<file path="src/rtl/cmp_pkg.sv">
package cmp_pkg;
  typedef enum logic {
    CMP_LT = 1'b0,
    CMP_GT = 1'b1
  } cmp_mode_e;

  typedef struct packed {
    logic hit;
    logic equal;
  } cmp_res_t;
endpackage

</file>
<file path="src/rtl/cmp_slice.sv">
// One chunk of the chain: reports whether it passes the carry (match)
// and which value it forces when its operand pieces differ.
module cmp_slice #(
  parameter int W = 2
) (
  input  logic [W-1:0] x,
  input  logic [W-1:0] y,
  output logic         frc,
  output logic         prp
);
  always_comb begin : bit_ripple
    logic r;
    r = 1'b0;
    for (int k = 0; k < W; k++) begin
      r = (x[k] == y[k]) ? r : y[k];
    end
    frc = r;
  end

  assign prp = (x == y);
endmodule

</file>
<file path="src/rtl/cmp_chain.sv">
// Ripple chain across chunks, least significant chunk at the bottom.
module cmp_chain #(
  parameter int N     = 8,
  parameter int CHUNK = 2
) (
  input  logic [N-1:0] x,
  input  logic [N-1:0] y,
  input  logic         tie,
  output logic         top,
  output logic         all_eq
);
  localparam int NCH  = (N + CHUNK - 1) / CHUNK;
  localparam int TOPW = N - CHUNK * (NCH - 1);

  logic [NCH-1:0] frc;
  logic [NCH-1:0] prp;

  for (genvar i = 0; i < NCH; i++) begin : g_slice
    localparam int LO = i * CHUNK;
    localparam int W  = (i == NCH - 1) ? TOPW : CHUNK;
    cmp_slice #(.W(W)) u_slice (
      .x   (x[LO +: W]),
      .y   (y[LO +: W]),
      .frc (frc[i]),
      .prp (prp[i])
    );
  end

  always_comb begin : chunk_ripple
    logic r;
    r = tie;
    for (int i = 0; i < NCH; i++) begin
      r = prp[i] ? r : frc[i];
    end
    top = r;
  end

  assign all_eq = &prp;
endmodule

</file>
<file path="src/rtl/cmp_out_stage.sv">
module cmp_out_stage
  import cmp_pkg::*;
#(
  parameter bit OUT_REG = 1'b1
) (
  input  logic     clk,
  input  logic     rst_n,
  input  logic     in_valid,
  output logic     in_ready,
  input  cmp_res_t in_res,
  output logic     out_valid,
  input  logic     out_ready,
  output cmp_res_t out_res
);
  if (OUT_REG) begin : g_reg
    logic     vld_q;
    cmp_res_t res_q;

    assign in_ready = !vld_q || out_ready;

    always_ff @(posedge clk or negedge rst_n) begin
      if (!rst_n) begin
        vld_q <= 1'b0;
        res_q <= '0;
      end else if (in_ready) begin
        vld_q <= in_valid;
        if (in_valid) res_q <= in_res;
      end
    end

    assign out_valid = vld_q;
    assign out_res   = res_q;
  end else begin : g_pass
    assign in_ready  = out_ready;
    assign out_valid = in_valid;
    assign out_res   = in_res;
  end
endmodule

</file>
<file path="src/rtl/carry_cmp.sv">
module carry_cmp
  import cmp_pkg::*;
#(
  parameter int N       = 8,
  parameter int CHUNK   = 2,
  parameter bit OUT_REG = 1'b1
) (
  input  logic         clk,
  input  logic         rst_n,
  input  logic         in_valid,
  output logic         in_ready,
  input  logic [N-1:0] in_a,
  input  logic [N-1:0] in_b,
  input  logic         in_mode,
  output logic         out_valid,
  input  logic         out_ready,
  output logic         out_hit,
  output logic         out_equal
);
  localparam logic CHAIN_TIE = 1'b0;

  cmp_mode_e    mode;
  logic [N-1:0] op_x;
  logic [N-1:0] op_y;
  logic         chain_top;
  logic         chain_eq;
  cmp_res_t     res_d;
  cmp_res_t     res_q;

  assign mode = cmp_mode_e'(in_mode);

  // Greater-than reuses the less-than chain with operands exchanged.
  always_comb begin
    if (mode == CMP_GT) begin
      op_x = in_b;
      op_y = in_a;
    end else begin
      op_x = in_a;
      op_y = in_b;
    end
  end

  cmp_chain #(.N(N), .CHUNK(CHUNK)) u_chain (
    .x      (op_x),
    .y      (op_y),
    .tie    (CHAIN_TIE),
    .top    (chain_top),
    .all_eq (chain_eq)
  );

  assign res_d.hit   = chain_top;
  assign res_d.equal = chain_eq;

  cmp_out_stage #(.OUT_REG(OUT_REG)) u_out (
    .clk       (clk),
    .rst_n     (rst_n),
    .in_valid  (in_valid),
    .in_ready  (in_ready),
    .in_res    (res_d),
    .out_valid (out_valid),
    .out_ready (out_ready),
    .out_res   (res_q)
  );

  assign out_hit   = res_q.hit;
  assign out_equal = res_q.equal;
endmodule

</file>
<file path="config.mk">
export PLATFORM = sky130hd
export DESIGN_NAME = carry_cmp
export DESIGN_NICKNAME = d
export VERILOG_FILES = /design/src/rtl/cmp_pkg.sv /design/src/rtl/cmp_slice.sv /design/src/rtl/cmp_chain.sv /design/src/rtl/cmp_out_stage.sv /design/src/rtl/carry_cmp.sv
export SDC_FILE = /design/constraint.sdc
export NUM_CORES = 1
export LEC_CHECK = 0
export ABC_AREA = 1
export CELL_PAD_IN_SITES_DETAIL_PLACEMENT = 0
export CELL_PAD_IN_SITES_GLOBAL_PLACEMENT = 1
export CORE_MARGIN = 2
export CORE_UTILIZATION = 25
export CTS_CLUSTER_DIAMETER = 100
export DETAILED_ROUTE_END_ITERATION = 10
export GPL_TIMING_DRIVEN = 0
export HOLD_SLACK_MARGIN = 0.06
export PLACE_DENSITY_LB_ADDON = 0.05
export SYNTH_ARGS = -nofsm -noshare
export SYNTH_HDL_FRONTEND = slang
export SYNTH_SLANG_ARGS = --single-unit
</file>
<file path="constraint.sdc">
create_clock -name clk -period 1.1 [get_ports clk]
set_input_delay 0.11 -clock clk [delete_from_list [all_inputs] [get_ports clk]]
set_output_delay 0.11 -clock clk [all_outputs]
set_load 0.02 [all_outputs]
</file>
==> results.md <==
Run status:
- The flow ran to the end, and the final reports show no timing, DRC or antenna violations.

Die:
- The starting utilization of the core area is 27.0%.
- The horizontal die dimension is 50.8 µm.
- The core outline area is 2020 µm².
- The number of rows in the core area is 16.
- The die covers 2580 µm².
- The number of top-level pins is 25.
- The y dimension of the die is 50.8 µm.

Place:
- Timing analysis after detailed placement gives a worst setup slack of -0.476 ns.
- The half-perimeter wire length after placement is 1020 µm.
- The count of placed standard cells including taps is 147.
- The post-detailed-placement cell area is 830 µm².
- Routability-driven placement finished with a final weighted congestion of 0.708.
- The number of buffers inserted by port buffering is 23.

Critical path:
- The most critical setup path has its startpoint at in_b[5].
- For the worst setup path, the data arrival time is 1.26 ns.
- Across all register-to-register paths, the minimum setup slack is 0.19 ns.
- The critical register-to-register path startpoint is u_out.out_valid.
- The worst setup path is captured at a flop.
- The critical path class is primary input to flop.
- The worst endpoint required time is 1.28 ns.
- STA classifies the critical path startpoint as a primary input.
- In this run the critical register-to-register path is captured at u_out.out_res[1].
- The number of cells on the worst reg-to-reg path is 7.
- The termination of the worst setup path is u_out.out_res[1].
- The maximum fanout count along the critical path is 2.

Synthesis:
- The largest area contributor in the synthesized netlist is sky130_fd_sc_hd__nand2_1.
- The number of nets produced by synthesis is 121.
- After synthesis, the most frequently instantiated cells are 38 x sky130_fd_sc_hd__nand2_1, 16 x sky130_fd_sc_hd__inv_1, 6 x sky130_fd_sc_hd__nand2_2, 6 x sky130_fd_sc_hd__nand3_1, 6 x sky130_fd_sc_hd__o21ai_0.
- In this run, synthesis produced a sequential element count of 3.
- Yosys mapped a number of flops with a built-in enable equal to 0.
- The post-synthesis cell area is 547 µm².
- Yosys attributes the largest share of cell area to sky130_fd_sc_hd__nand2_1 26%, sky130_fd_sc_hd__dfrtp_1 14%, sky130_fd_sc_hd__inv_1 11%.
- Each instance of the synthesized netlist takes up on average 5.64 µm².
- Counting flops with an async set or reset pin after synthesis yields a share of 100%.
- The most used flip-flop cell after synthesis is sky130_fd_sc_hd__dfrtp_1.
- By instance count, the leading cell after synthesis is sky130_fd_sc_hd__nand2_1.
- The portion of the post-synthesis area used by sequential elements is 13.7%.
- The cell count after synthesis came out at 97.
- The number of different library cells used by synthesis comes to 20.
- The number of warnings printed during yosys synthesis is 0.
- Of the post-synthesis cell area, the dominant cell type holds 26.1%.

STA:
- Measured against its own limit, the worst slew margin works out to 86.3%.
- The highest attainable clock frequency is 929 MHz.
- The pin slew with the least headroom to its limit is 0.207 ns.
- The aggregate negative setup slack is 0 ns.
- The worst-case hold slack is 0.399 ns.
- The portion of the clock cycle consumed by the worst path in the final layout is 97.9%.
- Setup violations remaining at the end of the flow were counted as 0.
- The clock skew after layout is 0.000956 ns.
- The final count of hold timing violations came to 0.
- The final count of pins violating max slew is 0.
- The final critical-path setup slack is 0.0235 ns.
- The shortest clock period the worst path allows after layout is 1.08 ns.
- Setup repair after global routing could not meet its margin everywhere.

Pwr:
- The clock share of power is 28.8%.
- The power per cell area is 740 nW/µm².
- Summing internal, switching and leakage power gives 0.713 mW.
- The worst-case vdd ir drop is 0.437 mV.
- The power share of the combinational group is 53.1%.
- The internal power is 0.447 mW.
- Net switching is 37.4% of the power.
- For this design the static power due to leakage is 0.575 nW.
- Summed over all nets, the switching power comes to 0.266 mW.
- Sequential cells account for 18.1% of the total power.

Detailed routing:
- The number of DRC markers after the initial detailed-route iteration is 8.
- The number of optimization iterations in the first detailed-route pass is 4.
- In the routed layout, each cell is associated on average with a via count of 4.29.
- In the routed design, unresolved DRC markers number 0.
- After detailed routing, the total wire length is 1390 µm.
- The via count of the routed design is 669.
- The remaining antenna violation count after routing is 0.
- The average wire per cell in the routed design is 8.92 µm.

GRT:
- The global-route wire length before repair is 2280 µm.
- Entering global routing, the biggest net connects 10 pins.
- Global routing finished with a remaining overflow of 0.
- Across every metal layer, demand over resource in global routing totals 11.9%.
- The initial antenna violation count is 0.
- The number of global-route vias before repair is 570.

Clocking:
- Counting along the longest clock path gives a buffer depth of 2.
- CTS built an H-tree with a depth of 1.
- The clock tree from TritonCTS is done.
- Clock latency on the worst-skew pair, taken at its later pin, is 0.24 ns.
- The number of buffers created by CTS is 3.
- The root buffer cell is sky130_fd_sc_hd__clkbuf_4.
- After clock tree synthesis, the clock-pin slew on the worst setup and hold paths is 0.04 ns.
- The total clock sinks is 3.

Job:
- The tool flagged a number of max-cap violations equal to 0.

Final layout:
- The layout cell share with drive strength beyond 1 is 29.5%.
- The final cell count without fillers is 156.
- The core occupancy in the finished layout is 47.6%.
- The number of antenna diodes in the final layout is 0.
- The total of fill cells in the finished design is 218.
- The design area is 963 µm².
- The number of nets in the layout is 154.
- From synthesis to final layout, the design area changed by 76.2%.

Worst hold path:
- The worst hold path cell count is 6.
- The worst hold path belongs to the class primary input to flop.
## cell usage in the layout (no fill, tap or decap), types with 2 or more instances in the layout
| cell | instances |
|---|---|
| sky130_fd_sc_hd__nand2_1 | 33 |
| sky130_fd_sc_hd__inv_1 | 13 |
| sky130_fd_sc_hd__nand2_2 | 9 |
| sky130_fd_sc_hd__dlymetal6s2s_1 | 7 |
| sky130_fd_sc_hd__clkdlybuf4s50_1 | 7 |
| sky130_fd_sc_hd__o21ai_1 | 6 |
| sky130_fd_sc_hd__dlygate4sd2_1 | 6 |
| sky130_fd_sc_hd__o21ai_2 | 4 |
| sky130_fd_sc_hd__buf_4 | 4 |
| sky130_fd_sc_hd__inv_2 | 3 |
| sky130_fd_sc_hd__nand3_2 | 3 |
| sky130_fd_sc_hd__nand3_1 | 3 |
| sky130_fd_sc_hd__ha_1 | 3 |
| sky130_fd_sc_hd__clkbuf_4 | 3 |
| sky130_fd_sc_hd__dfrtp_1 | 3 |
| sky130_fd_sc_hd__nand2_4 | 2 |
| sky130_fd_sc_hd__nor2_1 | 2 |
| sky130_fd_sc_hd__nor2_2 | 2 |
## layout make-up
cell class                 instances  area [µm²]  area share [%]
buffer                             2        45.0            4.68
clock buffer                       4        26.3            2.73
timing repair buffer              29         284            29.5
sequential                         3        75.1            7.79
multi-input combinational         74         433            44.9
inverter                          17        66.3            6.88
tap                               27        33.8            3.51
## layer usage
| metal | vias up | share of wire, % | track usage [%] |
|---|---|---|---|
| li1 | 360 | - | - |
| met1 | 287 | 42 | 14.0 |
| met3 | 2 | 7.2 | 5.06 |
| met4 | 0 | 1.1 | 4.05 |
| met2 | 20 | 49 | 19.3 |
| met5 | - | 0 | 0 |
## cell families (layout without fill, tap and decap cells)
group	count (synthesis)	in the layout	synth area share, %
AO/OA/AOI/OAI	12	12	11.7
XOR/XNOR	2	2	3.20
adder cells (fa/ha/maj)	3	3	6.87
buffers and inverters	20	52	18.5
flip-flops	3	3	13.7
AND/OR/NAND/NOR	57	57	46.0
## worst min path at each step
stage                          start          endpoint
floorplan                      rst_n  u_out.out_res[0]
global placement               rst_n  u_out.out_res[1]
detailed placement             rst_n  u_out.out_res[1]
CTS                 u_out.out_res[1]  u_out.out_res[1]
global route                 in_b[1]  u_out.out_res[0]
finish                       in_b[1]  u_out.out_res[0]
## timing repair
item	in CTS	in global routing
cloned	1	0
hold buffers	1	0
pin swaps	15	13
setup endpoints to repair	6	3
resized for setup	19	23
hold endpoints to repair	3	0
buffers inserted	4	0
## power groups by stage
stage	Clock [mW]	Sequential, mW	Combinational, mW
after floorplan	0	0.146	0.194
final	0.205	0.129	0.379
after CTS	0.211	0.129	0.376
after global routing	0.237	0.131	0.423
after global placement	0	0.130	0.341
after detailed placement	0	0.131	0.343
## worst max-delay path, cell delays in order
cell,delay (ns)
sky130_fd_sc_hd__clkdlybuf4s50_1,0.45
sky130_fd_sc_hd__inv_1,0.05
sky130_fd_sc_hd__nand2_1,0.08
sky130_fd_sc_hd__nand2_1,0.05
sky130_fd_sc_hd__nand3_1,0.09
sky130_fd_sc_hd__nand2_1,0.10
sky130_fd_sc_hd__nor2_4,0.12
sky130_fd_sc_hd__nand2_1,0.06
sky130_fd_sc_hd__nand2_1,0.05
sky130_fd_sc_hd__nand2_1,0.04
sky130_fd_sc_hd__nand2_1,0.05
## sequential cells by signal (all words and copies together), names as in the netlist
register         count
u_out.out_valid      1
u_out.out_res        2
(Power assumes the default switching activity.)
